$ cat src/rtl/bitscan_pkg.sv
package bitscan_pkg;

  // Search kinds; the encoding equals the operand register address.
  typedef enum logic [1:0] {
    SCAN_ZERO   = 2'd0,
    SCAN_ONE    = 2'd1,
    SCAN_CHANGE = 2'd2
  } scan_mode_e;

  localparam int NUM_MODES = 3;

endpackage

$ cat src/rtl/bitscan_decode.sv
module bitscan_decode
  import bitscan_pkg::*;
#(
  parameter int ADDR_W = 2
) (
  input  logic              wen,
  input  logic [ADDR_W-1:0] addr,
  output logic [NUM_MODES-1:0] wr_sel,
  output logic              wr_any,
  output scan_mode_e        wr_mode
);

  always_comb begin
    wr_sel  = '0;
    wr_mode = SCAN_ZERO;
    for (int m = 0; m < NUM_MODES; m++) begin
      if (wen && (addr == ADDR_W'(m))) begin
        wr_sel[m] = 1'b1;
        wr_mode   = scan_mode_e'(m);
      end
    end
  end

  assign wr_any = |wr_sel;

endmodule

$ cat src/rtl/bitscan_opregs.sv
module bitscan_opregs
  import bitscan_pkg::*;
#(
  parameter int DATA_W = 32
) (
  input  logic                 clk,
  input  logic                 rst_n,
  input  logic [NUM_MODES-1:0] wr_sel,
  input  logic [DATA_W-1:0]    wdata,
  output logic [DATA_W-1:0]    operand [NUM_MODES]
);

  for (genvar g = 0; g < NUM_MODES; g++) begin : g_op
    always_ff @(posedge clk or negedge rst_n) begin
      if (!rst_n)         operand[g] <= '0;
      else if (wr_sel[g]) operand[g] <= wdata;
    end
  end

endmodule

$ cat src/rtl/bitscan_core.sv
module bitscan_core
  import bitscan_pkg::*;
#(
  parameter int DATA_W = 32,
  localparam int RES_W = $clog2(DATA_W + 1)
) (
  input  scan_mode_e        mode,
  input  logic [DATA_W-1:0] word,
  output logic [RES_W-1:0]  pos,
  output logic              found
);

  // Position, counted from the MSB, of the highest set bit; DATA_W if none.
  function automatic logic [RES_W-1:0] top_set_pos(input logic [DATA_W-1:0] v);
    logic [RES_W-1:0] p;
    p = RES_W'(DATA_W);
    for (int i = 0; i < DATA_W; i++) begin
      if (v[i]) p = RES_W'(DATA_W - 1 - i);
    end
    return p;
  endfunction

  // Marks each bit that differs from its upper neighbour; the MSB never marks.
  function automatic logic [DATA_W-1:0] edge_marks(input logic [DATA_W-1:0] w);
    logic [DATA_W-1:0] e;
    e = '0;
    for (int i = 0; i < DATA_W - 1; i++) e[i] = w[i] ^ w[i+1];
    return e;
  endfunction

  logic [DATA_W-1:0] target;

  always_comb begin
    unique case (mode)
      SCAN_ONE:    target = word;
      SCAN_CHANGE: target = edge_marks(word);
      default:     target = ~word;
    endcase
  end

  assign pos   = top_set_pos(target);
  assign found = |target;

endmodule

$ cat src/rtl/msb_bitscan.sv
module msb_bitscan
  import bitscan_pkg::*;
#(
  parameter int DATA_W = 32,
  parameter int ADDR_W = 2,
  localparam int RES_W = $clog2(DATA_W + 1),
  localparam int RES_ADDR = NUM_MODES
) (
  input  logic              clk,
  input  logic              rst_n,
  input  logic              wen,
  input  logic [ADDR_W-1:0] addr,
  input  logic [DATA_W-1:0] wdata,
  output logic [DATA_W-1:0] rdata
);

  logic [NUM_MODES-1:0] wr_sel;
  logic                 wr_any;
  scan_mode_e           wr_mode;
  logic [DATA_W-1:0]    operand [NUM_MODES];
  logic [RES_W-1:0]     scan_pos;
  logic                 scan_hit;
  logic [RES_W-1:0]     result_q;
  scan_mode_e           mode_q;

  bitscan_decode #(.ADDR_W(ADDR_W)) u_dec (
    .wen     (wen),
    .addr    (addr),
    .wr_sel  (wr_sel),
    .wr_any  (wr_any),
    .wr_mode (wr_mode)
  );

  bitscan_opregs #(.DATA_W(DATA_W)) u_ops (
    .clk     (clk),
    .rst_n   (rst_n),
    .wr_sel  (wr_sel),
    .wdata   (wdata),
    .operand (operand)
  );

  // The search works on the incoming word so the result lands with the write.
  bitscan_core #(.DATA_W(DATA_W)) u_core (
    .mode  (wr_mode),
    .word  (wdata),
    .pos   (scan_pos),
    .found (scan_hit)
  );

  always_ff @(posedge clk or negedge rst_n) begin
    if (!rst_n) begin
      result_q <= '0;
      mode_q   <= SCAN_ZERO;
    end else if (wr_any) begin
      result_q <= scan_pos;
      mode_q   <= wr_mode;
    end
  end

  always_comb begin
    rdata = '0;
    for (int m = 0; m < NUM_MODES; m++) begin
      if (addr == ADDR_W'(m)) rdata = operand[m];
    end
    if (addr == ADDR_W'(RES_ADDR)) rdata = DATA_W'(result_q);
  end

endmodule

$ cat config.mk
export PLATFORM = sky130hd
export DESIGN_NAME = msb_bitscan
export DESIGN_NICKNAME = d
export VERILOG_FILES = /design/src/rtl/bitscan_pkg.sv /design/src/rtl/bitscan_decode.sv /design/src/rtl/bitscan_opregs.sv /design/src/rtl/bitscan_core.sv /design/src/rtl/msb_bitscan.sv
export SDC_FILE = /design/constraint.sdc
export NUM_CORES = 1
export LEC_CHECK = 0
export ABC_AREA = 1
export BUFFER_PORTS_ARGS = -buffer_cell sky130_fd_sc_hd__buf_4
export CAP_MARGIN = 20
export CORE_MARGIN = 2
export CORE_UTILIZATION = 60
export DETAILED_ROUTE_END_ITERATION = 10
export PLACE_DENSITY = 0.83
export SLEW_MARGIN = 20
export SYNTH_ARGS = -nofsm -noshare
export SYNTH_HDL_FRONTEND = slang
export SYNTH_SLANG_ARGS = --single-unit
$ cat constraint.sdc
create_clock -name clk -period 2.6 [get_ports clk]
set_input_delay 0.13 -clock clk [delete_from_list [all_inputs] [get_ports clk]]
set_output_delay 0.13 -clock clk [all_outputs]
set_load 0.01 [all_outputs]
**After elaboration in Yosys (flattened, before gate mapping)**

Cells that the tools add are included.

- Flip-flop bits (word level): 102
- Bits in latches: 0
- RAM bits: 0
- Bits in read-only memories: 0
- Input port bits: 37
- Word-level logic and storage cells: 88
- Memories: 0

- Add/subtract/negate cells: 0
- $mul: 0
- Div/mod/pow operators: 0
- Magnitude comparators: 0
- Eq/ne operators: 5
- Shift-type cells: 0
- Multiplexer cells: 42
- Bitwise operators: 32
- Reductions and logical operators: 5

Operators by type and width:

| cell | count |
|---|---|
| $mux 6 | 32 |
| $mux 32 | 4 |
| $pmux 32 s2 | 1 |
| $not 32->32 | 1 |
| $xor 1x1->1 | 31 |
| $eq 2x2->1 const B | 3 |
| $eq 2x1->1 const B | 2 |
| $mux 1 | 4 |
| $logic_and 1x1->1 | 3 |
| $reduce_or 3->1 | 1 |
| $logic_not 2->1 | 1 |
| $mux 2 | 1 |

**Longest topological paths before layout**

- Depth after elaboration: 38
- Depth in mapped cells: 38

**By module**

From an unflattened synthesis, not the netlist that was laid out.

- Cells, all modules: 892
- Area total of the unflattened synthesis: 6168.4 um^2

Modules (own cells, without submodules):

| module | instances | cells each | area each (um^2) |
|---|---|---|---|
| bitscan_opregs | 1 | 408 | 3796.1 |
| bitscan_core | 1 | 298 | 1367.6 |
| msb_bitscan | 1 | 175 | 958.4 |
| bitscan_decode | 1 | 11 | 46.3 |

**Worst setup path before layout**

Ideal clock, no wire load.

- Path type: input -> register
- Start point: input addr[0]
- End point: register result_q[0]
- Setup time: 0.116 ns
- Arrival: 2.021 ns
- Data required time: 2.484 ns
- Slack: 0.463 ns
- Cell stages on the path: 34
- Path through: inv_2 -> nand3_2 -> buf_6 -> o21ai_2 -> xor2_1 -> nand2_1 -> nand2_1 -> nand2_1 -> nand2_1 -> nand2_1 -> nand2_1 -> nand2_1 -> nand2_1 -> nand2_1 -> nand2_1 -> nand2_1 -> nand2_1 -> nand2_1 -> nand2_1 -> nand2_1 -> nand2_1 -> nand2_1 -> nand2_1 -> nand2_1 -> nand2_1 -> nand2_1 -> nand2_1 -> nand2_1 -> nand2_1 -> nand2_1 -> nand2_1 -> nand2_1 -> nand2_1 -> nand2_1

- Word-level cells in the longest chain between the ends: 38
- Elaborated cells between the ends (all ways): 47

RTL lines:

| element | line | text |
|---|---|---|
| start: declaration | msb_bitscan.sv:12 | `input logic [ADDR_W-1:0] addr,` |
| $eq 2x1->1 | bitscan_decode.sv:17 | `if (wen && (addr == ADDR_W'(m))) begin` |
| $logic_and 1x1->1 | bitscan_decode.sv:17 |  |
| $mux 1 | bitscan_decode.sv:17 |  |
| $mux 2 | bitscan_decode.sv:17 |  |
| $eq 2x2->1 or $eq 2x1->1 (tied branches) | bitscan_core.sv:34 | `unique case (mode)` |
| $pmux 32 s2 | bitscan_core.sv:34 |  |
| $mux 6 (32 in a row) | bitscan_core.sv:18 | `if (v[i]) p = RES_W'(DATA_W - 1 - i);` |
| end signal: assignment | msb_bitscan.sv:55 | `result_q <= scan_pos;` |
| end: declaration | msb_bitscan.sv:23 | `logic [RES_W-1:0] result_q;` |

Several ways; a longest one is shown, not always the timed one.
A chain may end at the register's enable or synchronous reset.

**Worst setup path in the final report**

Same ends and word-level chain as after synthesis.

==> impl_metrics.toml <==
[sta]
setup_viol = 0
rsz0062_at_grt = "no"
maxSlewViolCount = 0
fin_crit_sh_pct = 85.7
fmax_ghz = 0.449
whs_ns = 0.0581
finalHoldViolations = 0
slew_headroom_pct = 47.7
setup_ws_ns = 0.371
worst_pin_slew_ns = 0.783
finClkSkew_ns = 0
period_needed_ns = 2.23

[synth]
synth.area.mux_share_pct = 0
ys_warn_count = 0
seq_area_frac_synth_pct = 49.6
netlist_instances = 676
synth-xor-area-share_pct = 4.94
yosys.cell_types.count = 27
synth.top_cells.by_area = "dfrtp_1 (50%), nand2_1 (19%), o21ai_0 (12%)"
post-synth-top-area-cell = "dfrtp_1"
syn-cell-area_sq_um = 5150
synth_nets = 713
synth_top_family_by_area = "simple AND/OR/NAND/NOR gates"
yosysTopAreaCellShare_pct = 49.6
synth-simple-area-share_pct = 24.9
synth_seq_cells = 102
synth-compound-area-share_pct = 14.5
synthAdderAreaFrac_pct = 0
synth_area_per_cell_sq_um = 7.61

[global_route]
grt_pass1_wl_microns = 21300
grt_overflow = 0
antenna_found_initial = 0
grt_pass1_vias = 4534
track_usage_pct = 27.7
grt_start_max_net_pins = 59

[clocking]
cts_root_buf = "clkbuf_8"
clock_sinks = 102
htreeDepth = 3
cts_made_buffers = 9
insertion_delay_ns = 0.37
cts_tree = "yes"
clockBufferDepth = 2
path_clk_slew_ns = 0.10

[final_layout]
final_nets = 776
drive_above_1_share_pct = 14.8
final_cells = 849
final_cell_mix = "nand2_1 (259), o21ai_0 (124), dfrtp_1 (102), buf_4 (82), inv_1 (45)"
area.growth.synth_to_final_pct = 17.8
fin_area_sq_um = 6060
final_common_cell = "nand2_1"
antennaDiodeCount = 0

[die]
initial_utilization_pct = 62.3
boundaryPins = 69
die_w_microns = 96.6
fp.dieArea_sq_um = 9330
core_area_sq_um = 8260
dieHeight_microns = 96.6
rows = 33

[place]
gp_congestion = 0.831
dpl.cell_count = 832
pre_cts_slack_ns = -0.0171
dp_hpwl_microns = 8450
place_area_sq_um = 5820
numPortBuffers = 68

[power_and_ir_drop]
power_w = 0.00391
leakage_nw = 3.14
powerDensity_nw_per_um2 = 646
irDropWorstVdd_uv = 373

[route]
via_per_inst = 5.47
drtIter0Drc = 244
drtPass1Iterations = 5
wl_per_cell_microns = 14.6
routed_wirelength_microns = 12400
drc = 0
vias = 4642
drtAntennaViolNets = 0

[worst_setup_path]
end_kind = "register"
cp_max_fo = 31
arrival_ns = 2.51
crit_required_ns = 2.88
startpoint_type = "primary input"
critPathKind = "primary input to register"

[status]
run_status = "finished, final reports clean"

[worst_hold_path]
hold_class = "primary input to register"

[run]
max_cap_violations = 0
-- power by group --
group	total (W)	leakage [nW]	internal [W]	switching (W)
logic	0.000809	1.75	0.000343	0.000465
clock network	0.00114	0.117	0.000576	0.000567
registers	0.00196	1.28	0.00183	0.000135
-- Yosys cell counts, drive strengths merged --
master / number
o41ai: 1
nand3: 29
o2111ai: 1
o211ai: 2
nand2: 261
a21oi: 1
o31ai: 3
nor2: 26
a31oi: 4
o21ai: 128
inv: 47
dfrtp: 102
xnor2: 1
a221oi: 1
a22o: 1
buf: 3
clkbuf: 31
nand4: 6
xor2: 28
-- timing repair --
| action | 4_1_cts | 5_1_grt |
|---|---|---|
| buffers inserted | 0 | 0 |
| resized for setup | 0 | 1 |
| hold buffers | 1 | 0 |
| hold endpoints to repair | 57 | 0 |
| endpoints found under the setup margin | 0 | 1 |
-- per-layer routing --
metal | global-route usage, % | share of wire (%) | vias to the layer above
li1 | - | - | 2287
met1 | 37.5 | 44 | 2197
met2 | 45.5 | 49 | 135
met3 | 4.34 | 4.6 | 23
met4 | 10.1 | 1.8 | 0
met5 | 0 | 0 | -
-- worst max-delay path, cell delays in order --
cell,delay [ns]
buf_4,0.14
inv_2,0.06
nand3_2,0.19
buf_4,0.24
buf_4,0.21
o21ai_0,0.21
xor2_1,0.20
nand2_1,0.07
nand2_1,0.05
nand2_1,0.05
nand2_1,0.05
nand2_1,0.04
nand2_1,0.05
nand2_1,0.05
nand2_1,0.05
nand2_1,0.04
nand2_1,0.06
nand2_1,0.05
nand2_1,0.06
nand2_1,0.05
nand2_1,0.06
nand2_1,0.04
nand2_1,0.07
nand2_1,0.06
nand2_1,0.06
nand2_1,0.05
nand2_1,0.06
nand2_1,0.04
-- registers in the layout (all words and copies together), names as in the netlist --
signal and count:
result_q 6, u_ops.operand 96
-- cell type report --
class / instances / area [sq um]
clock inverters: 6 / 91.3
flip-flops and latches: 102 / 2550
inverters: 47 / 176
well taps: 105 / 131
clock buffers: 10 / 138
repair buffers: 86 / 686
fillers: 667 / 2200
multi-input cells: 493 / 2290
-- through the flow --
stage | setup TNS [ns] | utilization [%]
floorplan | 0 | -
global placement | 0 | 70.5
detailed placement | -0.0171 | 70.5
CTS | 0 | 73.4
global route | 0 | 73.4
finish | 0 | 73.4
-- logic make-up after synthesis --
group,count (synthesis)
AOI/OAI and AO/OA,142
xor gates and xnor gates,29
DFF,102
and+or+nand+nor,322
buffers and inverters,81
-- path summary, 6_finish.rpt --
check | startpoint | to | slack [ns] | depth (start not counted)
max | addr[0] | result_q[0] | 0.37 | 28
min | wdata[31] | u_ops.operand[31] | 0.06 | 3
max reg2reg | result_q[2] | result_q[2] | 1.87 | 1
min reg2reg | u_ops.operand[82] | u_ops.operand[82] | 0.49 | 2
max in group asynchronous | rst_n | u_ops.operand[2] | 1.56 | 3
min in group asynchronous | rst_n | u_ops.operand[85] | 0.37 | 2
Note: power is estimated with default switching activity, not from simulation.
